$ cat src/rtl/ilv_pkg.sv
package ilv_pkg;

  localparam int NCMP     = 3;
  localparam int CTRL_W   = 8;
  localparam int ADDR_W   = 3;

  localparam logic [ADDR_W-1:0] A_PER  = 3'd0;
  localparam logic [ADDR_W-1:0] A_CMP1 = 3'd1;
  localparam logic [ADDR_W-1:0] A_CMP3 = 3'd3;
  localparam logic [ADDR_W-1:0] A_CTRL = 3'd4;
  localparam logic [ADDR_W-1:0] A_ECLR = 3'd5;

  typedef enum logic [1:0] {
    MODE_OFF    = 2'd0,
    MODE_DUAL   = 2'd1,
    MODE_TRIPLE = 2'd2,
    MODE_QUAD   = 2'd3
  } mode_e;

  typedef struct packed {
    logic [2:0] psc;
    logic       pol;
    logic       preload;
    logic [1:0] ilv;
    logic       half;
  } ctrl_t;

  function automatic mode_e decode_mode(ctrl_t c);
    if (c.half) return MODE_DUAL;
    case (c.ilv)
      2'b01:   return MODE_TRIPLE;
      2'b10:   return MODE_QUAD;
      default: return MODE_OFF;
    endcase
  endfunction

endpackage

$ cat src/rtl/ilv_regs.sv
module ilv_regs
  import ilv_pkg::*;
#(
  parameter int W = 16
) (
  input  logic                       clk,
  input  logic                       rst_n,
  input  logic                       wr_en,
  input  logic [ADDR_W-1:0]          wr_addr,
  input  logic [W-1:0]               wr_data,
  input  logic [ADDR_W-1:0]          rd_addr,
  output logic [W-1:0]               rd_data,
  output logic [W-1:0]               per_q,
  output logic [NCMP-1:0][W-1:0]     ucmp_q,
  output ctrl_t                      ctrl_q,
  output logic                       err_clr
);

  always_ff @(posedge clk) begin
    if (!rst_n) begin
      per_q  <= '1;
      ucmp_q <= '0;
      ctrl_q <= '0;
    end else if (wr_en) begin
      if (wr_addr == A_PER) per_q <= wr_data;
      if (wr_addr == A_CTRL) ctrl_q <= ctrl_t'(wr_data[CTRL_W-1:0]);
      for (int i = 0; i < NCMP; i++) begin
        if (wr_addr == A_CMP1 + ADDR_W'(i)) ucmp_q[i] <= wr_data;
      end
    end
  end

  assign err_clr = wr_en && (wr_addr == A_ECLR) && wr_data[0];

  always_comb begin
    rd_data = '0;
    if (rd_addr == A_PER) rd_data = per_q;
    else if (rd_addr == A_CTRL) rd_data = W'(ctrl_q);
    else if (rd_addr >= A_CMP1 && rd_addr <= A_CMP3)
      rd_data = ucmp_q[rd_addr - A_CMP1];
  end

endmodule

$ cat src/rtl/ilv_cmp_calc.sv
module ilv_cmp_calc
  import ilv_pkg::*;
#(
  parameter int W = 16
) (
  input  logic                   clk,
  input  logic                   rst_n,
  input  logic [W-1:0]           per,
  input  logic [NCMP-1:0][W-1:0] ucmp,
  input  mode_e                  mode,
  input  logic                   preload,
  input  logic                   upd_evt,
  output logic [NCMP-1:0][W-1:0] act_q
);

  logic [W-1:0]   d_half, d_third, d_2third, d_quart, d_3quart;
  logic [W:0]     per_x2;
  logic [W+1:0]   per_x3;
  logic [NCMP-1:0][W-1:0] tgt;

  always_comb begin
    per_x2   = {per, 1'b0};
    per_x3   = {2'b00, per} + {1'b0, per, 1'b0};
    d_half   = per >> 1;
    d_quart  = per >> 2;
    d_third  = per / W'(3);
    d_2third = W'(per_x2 / (W+1)'(3));
    d_3quart = W'(per_x3 >> 2);
  end

  always_comb begin
    tgt = ucmp;
    case (mode)
      MODE_DUAL:   tgt[0] = d_half;
      MODE_TRIPLE: begin
        tgt[0] = d_third;
        tgt[1] = d_2third;
      end
      MODE_QUAD: begin
        tgt[0] = d_quart;
        tgt[1] = d_half;
        tgt[2] = d_3quart;
      end
      default: ;
    endcase
  end

  always_ff @(posedge clk) begin
    if (!rst_n) act_q <= '0;
    else if (!preload || upd_evt) act_q <= tgt;
  end

endmodule

$ cat src/rtl/ilv_counter.sv
module ilv_counter
  import ilv_pkg::*;
#(
  parameter int W = 16
) (
  input  logic                   clk,
  input  logic                   rst_n,
  input  logic [W-1:0]           per,
  input  logic [NCMP-1:0][W-1:0] act,
  output logic [W-1:0]           cnt_q,
  output logic                   per_evt,
  output logic [NCMP-1:0]        cmp_evt
);

  assign per_evt = (cnt_q >= per);

  always_ff @(posedge clk) begin
    if (!rst_n)       cnt_q <= '0;
    else if (per_evt) cnt_q <= '0;
    else              cnt_q <= cnt_q + W'(1);
  end

  for (genvar g = 0; g < NCMP; g++) begin : g_cmp
    assign cmp_evt[g] = (cnt_q == act[g]);
  end

endmodule

$ cat src/rtl/ilv_outstage.sv
module ilv_outstage
  import ilv_pkg::*;
#(
  parameter int W        = 16,
  parameter int MIN_BASE = 192
) (
  input  logic         clk,
  input  logic         rst_n,
  input  logic         pol,
  input  logic [2:0]   psc,
  input  mode_e        mode,
  input  logic [W-1:0] per,
  input  logic         cmp1_evt,
  input  logic         per_evt,
  input  logic         err_clr,
  output logic         wave_q,
  output logic         err_q
);

  logic [W-1:0] min_per;
  logic         err_set;

  assign min_per = W'(MIN_BASE) >> psc;
  assign err_set = (mode != MODE_OFF) && (per < min_per);

  always_ff @(posedge clk) begin
    if (!rst_n)        wave_q <= 1'b0;
    else if (per_evt)  wave_q <= pol;
    else if (cmp1_evt) wave_q <= ~pol;
  end

  always_ff @(posedge clk) begin
    if (!rst_n)       err_q <= 1'b0;
    else if (err_set) err_q <= 1'b1;
    else if (err_clr) err_q <= 1'b0;
  end

endmodule

$ cat src/rtl/ilv_cmp_timer.sv
module ilv_cmp_timer
  import ilv_pkg::*;
#(
  parameter int W        = 16,
  parameter int MIN_BASE = 192
) (
  input  logic            clk,
  input  logic            rst_n,
  input  logic            wr_en,
  input  logic [2:0]      wr_addr,
  input  logic [W-1:0]    wr_data,
  input  logic            upd_evt,
  input  logic [2:0]      rd_addr,
  output logic [W-1:0]    rd_data,
  output logic [W-1:0]    cnt,
  output logic            per_evt,
  output logic [2:0]      cmp_evt,
  output logic            wave,
  output logic            err_flag
);

  logic [W-1:0]           per_w;
  logic [NCMP-1:0][W-1:0] ucmp_w;
  logic [NCMP-1:0][W-1:0] act_w;
  ctrl_t                  ctrl_w;
  logic                   err_clr_w;
  mode_e                  mode_w;

  assign mode_w = decode_mode(ctrl_w);

  ilv_regs #(.W(W)) u_regs (
    .clk(clk), .rst_n(rst_n), .wr_en(wr_en), .wr_addr(wr_addr),
    .wr_data(wr_data), .rd_addr(rd_addr), .rd_data(rd_data),
    .per_q(per_w), .ucmp_q(ucmp_w), .ctrl_q(ctrl_w), .err_clr(err_clr_w)
  );

  ilv_cmp_calc #(.W(W)) u_calc (
    .clk(clk), .rst_n(rst_n), .per(per_w), .ucmp(ucmp_w), .mode(mode_w),
    .preload(ctrl_w.preload), .upd_evt(upd_evt), .act_q(act_w)
  );

  ilv_counter #(.W(W)) u_cnt (
    .clk(clk), .rst_n(rst_n), .per(per_w), .act(act_w),
    .cnt_q(cnt), .per_evt(per_evt), .cmp_evt(cmp_evt)
  );

  ilv_outstage #(.W(W), .MIN_BASE(MIN_BASE)) u_out (
    .clk(clk), .rst_n(rst_n), .pol(ctrl_w.pol), .psc(ctrl_w.psc),
    .mode(mode_w), .per(per_w), .cmp1_evt(cmp_evt[0]), .per_evt(per_evt),
    .err_clr(err_clr_w), .wave_q(wave), .err_q(err_flag)
  );

endmodule

$ cat config.mk
export PLATFORM = sky130hd
export DESIGN_NAME = ilv_cmp_timer
export DESIGN_NICKNAME = d
export VERILOG_FILES = /design/src/rtl/ilv_pkg.sv /design/src/rtl/ilv_regs.sv /design/src/rtl/ilv_cmp_calc.sv /design/src/rtl/ilv_counter.sv /design/src/rtl/ilv_outstage.sv /design/src/rtl/ilv_cmp_timer.sv
export SDC_FILE = /design/constraint.sdc
export NUM_CORES = 1
export LEC_CHECK = 0
export ABC_AREA = 1
export BUFFER_PORTS_ARGS = -buffer_cell sky130_fd_sc_hd__buf_4
export CORE_MARGIN = 2
export CORE_UTILIZATION = 59
export DETAILED_ROUTE_END_ITERATION = 12
export PLACE_DENSITY = 0.9
export SKIP_LAST_GASP = 1
export SLEW_MARGIN = 10
export SYNTH_ARGS = -nofsm -noshare
export SYNTH_HDL_FRONTEND = slang
export SYNTH_HIERARCHICAL = 1
export SYNTH_SLANG_ARGS = --single-unit
export TNS_END_PERCENT = 20
$ cat constraint.sdc
create_clock -name clk -period 8.83 [get_ports clk]
set_input_delay 1.766 -clock clk [delete_from_list [all_inputs] [get_ports clk]]
set_output_delay 1.766 -clock clk [all_outputs]
set_load 0.03 [all_outputs]
==> results of run 1 <==
-- logic make-up after synthesis --
| group | share of synthesized area, % |
|---|---|
| AO/OA/AOI/OAI | 12.75 |
| buffers and inverters | 12.18 |
| adder cells (fa/ha/maj) | 5.274 |
| multiplexers | 0.05893 |
| flip-flops | 16.26 |
| XOR/XNOR | 4.744 |
| AND/OR/NAND/NOR | 48.73 |
-- cell usage after synthesis, types with 31 or more instances --
cell type,instances,area [µm²]
nand2_1,826,3100
inv_1,365,1370
nand3_1,314,1572
nor2_1,239,897.1
o21ai_0,162,810.8
dfxtp_1,138,2763
a21oi_1,114,570.6
nand4_1,99,619.3
ha_1,70,875.8
nand2_2,69,431.7
xor2_1,59,516.8
nand3_2,43,430.4
inv_2,41,153.9
xnor2_1,33,289.0
clkbuf_1,31,116.4
nor2_2,31,193.9
-- stage by stage --
step                util [%]  cells
floorplan                  -   2913
global placement       72.05   3698
detailed placement     72.05   3698
CTS                    75.84   3747
-- what timing repair did --
item | 4_1_cts
gates cloned | 4
pin swaps | 50
endpoints found under the setup margin | 4
gates resized for setup | 86
buffers inserted | 13
-- metal layers --
metal  overflow  GRT usage (%)
met1          2          75.59
met2         91          92.48
met3          3          66.86
met4         73          78.68
met5          0          36.06
==> flow_summary_export.csv, run 1 <==
group,metric,value,unit
place,place_hpwl,46280,µm
die,io_pins,64,
logic_synthesis,ys_async_sr_fraction,0,%
sta,postGrtWorstEndpoint,"u_calc/act_q[0]$_SDFFE_PN0P_/D",
logic_synthesis,yosys.cell_types.count,64,
clock_network,cts_buffer_depth,2,
clock_network,numCtsBuffers,17,
status,tool.error,"[ERROR GRT-0232] Routing congestion too high. Check the congestion heatmap in the GUI.",
logic_synthesis,synth-seq-cells,138,
die,fp.dieH,173.7,µm
logic_synthesis,synth_area,16990,µm²
logic_synthesis,syn-num-nets,3010,
clock_network,cts_root_buffer,"clkbuf_16",
logic_synthesis,synth_edf_count,0,
global_routing,grt.total_usage,77.72,%
place,io_buffers,63,
die,die_w,173.7,µm
place,finalWeightedCongestion,1.006,
place,place_ws,-0.8381,ns
global_routing,grt-ovfl-total,169,
logic_synthesis,synth_ff_type,"dfxtp_1",
die,start_util,59.50,%
logic_synthesis,yosysWarnings,6,
die,rows,62,
logic_synthesis,avgSynthCellArea,5.831,µm²
global_routing,grt_max_degree,108,
logic_synthesis,yosysSeqAreaShare,16.26,%
sta,worst_endpoint_kind,"sequential cell input",
status,failing_step,"global routing (5_1_grt)",
clock_network,holdBufCountCts,0,
logic_synthesis,synthCells,2913,
clock_network,cts.sinks,138,
place,place_area,20570,µm²
clock_network,cts_max_level,4,
status,status,"stopped before the end",
==> run 2, diff against run 1 <==
CORE_UTILIZATION = 40   (was 59)
PLACE_DENSITY = default   (was 0.9)
PLACE_DENSITY_LB_ADDON = 0.15   (was default)
clock period = 11.5 ns   (was 8.83 ns; I/O delays follow)
==> run 2 against run 1 <==
Net effect: the flow now finishes without violations; synthesized area did not move; synthesized cell count unchanged.
==> flow_summary_export.csv, run 2 <==
group,metric,value,unit
global_routing,met1_usage,34.76,%
route,via_per_inst,5.415,
final_layout,final_cell_mix,"nand2_1, inv_1, nand3_1, nor2_1, o21ai_0",
clock_network,cts_max_level,4,
die,start_util,40.50,%
final_layout,areaGrowthSynthToFinish,10.85,%
place,dp.cells,3465,
route,vias,19050,
global_routing,grt_busiest_layer,"met2",
route,detail_route.wl_per_cell,16.81,µm
setup_path,cpMaxStageDelayCell,"dfxtp_1",
logic_synthesis,yosys.area_share.simple,48.73,%
logic_synthesis,synth_ff_type,"dfxtp_1",
final_layout,layout_commonest_cell,"nand2_1",
place,place_hpwl,46240,µm
global_routing,grt-ovfl-total,0,
global_routing,grt.total_usage,26.43,%
sta,period_needed,10.44,ns
place,finalWeightedCongestion,0.9143,
clock_network,cts_tree,"done",
hold_path,hold_class,"flop to flop",
logic_synthesis,synth_edf_count,0,
setup_path,r2r_slack,1.06,ns
route,routed_wl,59120,µm
sta,max_slew_margin,11.31,%
logic_synthesis,synth_fa_ha_area_share,5.274,%
sta,rsz0062_at_grt,"true",
clock_network,cts_root_buffer,"clkbuf_16",
die,die_w,210.1,µm
clock_network,clk_pin_slew,0.06,ns
setup_path,worstSetupPathType,"flop to flop",
logic_synthesis,yosys-top-cells-area,"nand2_1, dfxtp_1, nand3_1",
sta,drv_slew,0,
setup_path,critPathMaxStageDelay,0.40,ns
final_layout,instances_no_fill,3517,
final_layout,largest_registers,"u_calc/act_q: 48 flops, u_regs/ucmp_q: 48 flops",
logic_synthesis,synth_mux_area_share,0.05893,%
global_routing,grt_use_met2,45.60,%
logic_synthesis,synthMostInstantiatedCell,"nand2_1",
route,drt_iter0_markers,1445,
final_layout,multi_input_area,12300,µm²
logic_synthesis,synth_top_area_cell,"nand2_1",
die,die_area,44130,µm²
logic_synthesis,synth_xor_area_share,4.744,%
logic_synthesis,syn-num-nets,3010,
global_routing,grt_pass1_vias,17800,
route,drt_first_pass_iters,5,
die,fp.dieH,210.1,µm
die,rows,75,
logic_synthesis,ys_async_sr_fraction,0,%
final_layout,antenna_cells,0,
clock_network,numCtsBuffers,17,
sta,skew,0.007964,ns
logic_synthesis,synth_area,16990,µm²
sta,worstMarginPinSlew,1.326,ns
sta,finalHoldViolCount,0,
logic_synthesis,yosys.cell_types.count,64,
logic_synthesis,netlist_top_cells_count,"nand2_1, inv_1, nand3_1, nor2_1, o21ai_0",
status,status,"finished clean",
logic_synthesis,yosysWarnings,6,
logic_synthesis,yosysSeqAreaShare,16.26,%
route,drc,0,
final_layout,seq_area,2770,µm²
sta,fmax,95.82,MHz
clock_network,clk_latency,0.43,ns
final_layout,fin_area,18830,µm²
route,ant_nets,0,
setup_path,cp.required,11.82,ns
global_routing,antenna_found_initial,0,
final_layout,drive_gt1_share,14.30,%
sta,fin_crit_sh,90.75,%
sta,hold_slack,0.4850,ns
place,io_buffers,63,
logic_synthesis,synth-seq-cells,138,
clock_network,cts.sinks,138,
place,place_area,17850,µm²
logic_synthesis,synthCells,2913,
setup_path,crit_fanout,14,
die,io_pins,64,
die,core-area,41950,µm²
setup_path,cp.arrival,10.76,ns
final_layout,nets,3062,
logic_synthesis,synth_compound_area_share,12.75,%
global_routing,grt_max_degree,76,
setup_path,cpMostUsedCell,"nand2_1",
sta,finalSetupViolations,0,
final_layout,fillCellCount,4506,
logic_synthesis,avgSynthCellArea,5.831,µm²
global_routing,grt_util_met3,2.786,%
setup_path,end_kind,"flop",
logic_synthesis,synth.top_cell.area_share,18.25,%
setup_path,start_kind,"flop",
global_routing,grt_pass1_wl,94210,µm
logic_synthesis,synth_top_family_by_area,"simple AND/OR/NAND/NOR gates",
job,maxCapViolations,0,
clock_network,cts_buffer_depth,2,
-- run 2: cell counts after synthesis --
Identical to the previous run, type by type.
-- run 2: worst paths after layout --
| path | from | endpoint | cells after the start |
|---|---|---|---|
| max | u_regs/per_q[12]$_SDFFE_PN1P_ | u_calc/act_q[0]$_SDFFE_PN0P_ | 76 |
| min | u_regs/ucmp_q[15]$_SDFFE_PN0P_ | u_regs/ucmp_q[15]$_SDFFE_PN0P_ | 2 |
| max reg2reg | u_regs/per_q[12]$_SDFFE_PN1P_ | u_calc/act_q[0]$_SDFFE_PN0P_ | 76 |
| min reg2reg | u_regs/ucmp_q[15]$_SDFFE_PN0P_ | u_regs/ucmp_q[15]$_SDFFE_PN0P_ | 2 |
-- run 2: timing repair --
action | CTS | global route
setup endpoints to repair | 0 | 4
resized for setup | 0 | 35
hold buffers | 0 | 0
setup buffers | 0 | 20
-- run 2: kinds of logic (layout without fill, tap and decap cells) --
| kind of cell | after synthesis | in the layout |
|---|---|---|
| AO/OA/AOI/OAI | 379 | 379 |
| XOR/XNOR | 92 | 92 |
| adder cells (fa/ha/maj) | 71 | 71 |
| buffers and inverters | 498 | 563 |
| flip-flops | 138 | 138 |
| multiplexers | 1 | 1 |
| AND/OR/NAND/NOR | 1734 | 1734 |
-- run 2: final cells by class --
class	instances	share of cell area (%)
flip-flops and latches	138	14.71
repair buffers	108	4.306
clock buffers	19	2.352
clock inverters	13	1.143
inverters	423	8.565
multi-input cells	2277	65.34
well taps	539	3.582
-- run 2: routing by layer --
layer  up-vias  wire length [µm]
li1       9555                 -
met1      8847             26820
met2       574             27680
met3        69              3085
met4         0              1534
met5         -                 0
-- run 2: critical path: cells and delay by family, from the launching register on --
kind / cells / cell delay [ns]
simple gates: 59 / 7.36
buf+inv: 11 / 1.30
compound gates: 3 / 0.40
flops: 1 / 0.40
fa+ha+maj: 3 / 0.80
-- run 2: through the flow --
| stage | utilization [%] | setup TNS, ns | setup WS (ns) |
|---|---|---|---|
| 3_5_place_dp | 42.57 | 0 | 0.4477 |
| 3_3_place_gp | 42.57 | 0 | 0.6566 |
| 6_report | 44.89 | 0 | 1.064 |
| 2_1_floorplan | - | 0 | 2.639 |
| 4_1_cts | 44.13 | 0 | 0.4282 |
| 5_1_grt | 44.89 | -0.07453 | -0.07453 |
Power of run 2 is not shown: default switching activity piles up to over one toggle a cycle in this logic, so the estimate is an artifact.
==> run 3, diff against run 2 <==
ABC_CLOCK_PERIOD_IN_PS = 11500   (was default)
BUFFER_PORTS_ARGS = -buffer_cell sky130_fd_sc_hd__buf_2   (was -buffer_cell sky130_fd_sc_hd__buf_4)
==> run 3 against run 2 <==
Net effect: die area unchanged; worst setup slack gained 0.13 ns; clock-buffer cell count rose by 1; worst hold slack got worse by 0.013 ns; sequential share of layout area is 0.29 points higher; via count fell by 1.2%; critical path type unchanged; largest cell class unchanged.
==> flow_summary_export.csv, run 3 (same netlist as run 2, synthesis figures left out) <==
group,metric,value,unit
status,status,"finished clean",
route,detail_route.wl_per_cell,16.77,µm
clock_network,cts_buffer_depth,2,
route,vias,18810,
setup_path,cp.required,11.80,ns
clock_network,clk_latency,0.44,ns
die,core-area,41950,µm²
sta,max_slew_margin,31.11,%
route,drc,0,
hold_path,hp-start,"u_regs/ucmp_q[8]$_SDFFE_PN0P_",
die,io_pins,64,
setup_path,start_kind,"flop",
final_layout,layout_commonest_cell,"nand2_1",
route,drt_first_pass_iters,6,
job,maxCapViolations,0,
route,routed_wl,58790,µm
die,fp.dieH,210.1,µm
die,start_util,40.50,%
setup_path,crit_start,"u_regs/per_q[10]$_SDFFE_PN1P_",
place,io_buffers,63,
setup_path,critPathMaxStageDelay,0.31,ns
setup_path,cpMostUsedCell,"nand2_1",
sta,fmax,97.07,MHz
final_layout,fillCellCount,4570,
place,place_area,17730,µm²
sta,period_needed,10.30,ns
final_layout,largest_registers,"u_calc/act_q: 48 flops, u_regs/ucmp_q: 48 flops",
setup_path,cpMaxStageDelayCell,"dfxtp_1",
sta,drv_slew,0,
clock_network,cts_tree,"done",
sta,final.setup.worst_slack,1.198,ns
clock_network,cts.sinks,138,
final_layout,drive_gt1_share,13.69,%
place,place_ws,0.4707,ns
clock_network,numCtsBuffers,17,
route,drt_iter0_markers,1311,
die,die_area,44130,µm²
die,rows,75,
setup_path,path_buf_inv,7,
setup_path,end_kind,"flop",
sta,worstMarginPinSlew,1.023,ns
route,route.top_layer_used,"met4",
final_layout,final_cell_mix,"nand2_1, inv_1, nand3_1, nor2_1, o21ai_0",
sta,skew,0.01007,ns
global_routing,grt.total_usage,26.41,%
global_routing,grt_pass1_wl,93830,µm
setup_path,worstSetupPathType,"flop to flop",
final_layout,antenna_cells,0,
final_layout,fin_area,18440,µm²
die,die_w,210.1,µm
setup_path,cp.arrival,10.60,ns
route,via_per_inst,5.368,
global_routing,grt-ovfl-total,0,
route,ant_nets,0,
global_routing,grt_max_degree,100,
setup_path,crit_fanout,19,
global_routing,antenna_found_initial,0,
route,wl_met1,27320,µm
sta,rsz0062_at_grt,"true",
final_layout,post-route-util,43.95,%
clock_network,cts_max_level,4,
final_layout,areaGrowthSynthToFinish,8.537,%
route,met2_length,26970,µm
sta,fin_crit_sh,89.59,%
hold_path,hold_class,"flop to flop",
global_routing,grt_pass1_vias,17650,
sta,finalSetupViolations,0,
place,place_hpwl,46570,µm
route,met3_length,3001,µm
clock_network,clk_pin_slew,0.06,ns
final_layout,nets,3051,
setup_path,rr_startpoint,"u_regs/per_q[10]$_SDFFE_PN1P_",
clock_network,holdBufCountCts,0,
clock_network,cts_root_buffer,"clkbuf_16",
place,finalWeightedCongestion,0.9257,
setup_path,critical-path-top-delay-family,"simple AND/OR/NAND/NOR gates",
sta,finalHoldViolCount,0,
## run 3: cell count changes in the layout (fill, tap and decap cells not counted), sizes merged
cell	delta
buf	-11
bufinv	-2
clkbuf	+1
clkinv	+1
clkinvlp	-1
## run 3: through the flow
| stage | instances | TNS (ns) | hold slack, ns |
|---|---|---|---|
| after floorplan | 2913 | 0 | 0.4429 |
| after global placement | 3467 | 0 | 0.4637 |
| after detailed placement | 3468 | 0 | 0.4621 |
| after CTS | 3499 | 0 | 0.4710 |
| after global routing | 3505 | -0.1063 | 0.4992 |
| final | 3505 | 0 | 0.4721 |
## run 3: area by class of cell
type	instances	area (µm²)	share of cell area (%)
clock inverters	11	145.1	0.7872
multi-input cells	2277	12210	66.22
flip-flops and latches	138	2766	15.01
inverters	423	1602	8.687
repair buffers	97	574.3	3.115
well taps	539	674.4	3.658
clock buffers	20	466.7	2.531
## run 3: per-layer routing
metal  GRT usage (%)  vias to the layer above
li1                -                     9539
met1           35.58                     8647
met2           44.68                      553
met3           2.309                       75
met4           8.193                        0
met5               0                        -
## run 3: final timing paths
| path | endpoint | slack (ns) | cells past startpoint |
|---|---|---|---|
| setup / recovery | u_calc/act_q[16]$_SDFFE_PN0P_ | 1.20 | 78 |
| hold / removal | u_regs/ucmp_q[8]$_SDFFE_PN0P_ | 0.47 | 2 |
| setup reg to reg | u_calc/act_q[16]$_SDFFE_PN0P_ | 1.20 | 78 |
| hold reg to reg | u_regs/ucmp_q[8]$_SDFFE_PN0P_ | 0.47 | 2 |
## run 3: worst register-to-register path, delay by kind of cell, from the launching register on
kind,cells,cell delay [ns]
AND/OR/NAND/NOR,65,8.00
buffers and inverters,7,0.85
flip-flops,1,0.31
AO/OA/AOI/OAI,3,0.36
adder cells (fa/ha/maj),3,0.61
## run 3: timing repair
action | CTS | global route
setup endpoints to repair | 0 | 4
setup buffers | 0 | 6
gates resized for setup | 0 | 12
Power of run 3 is left out for the same reason.
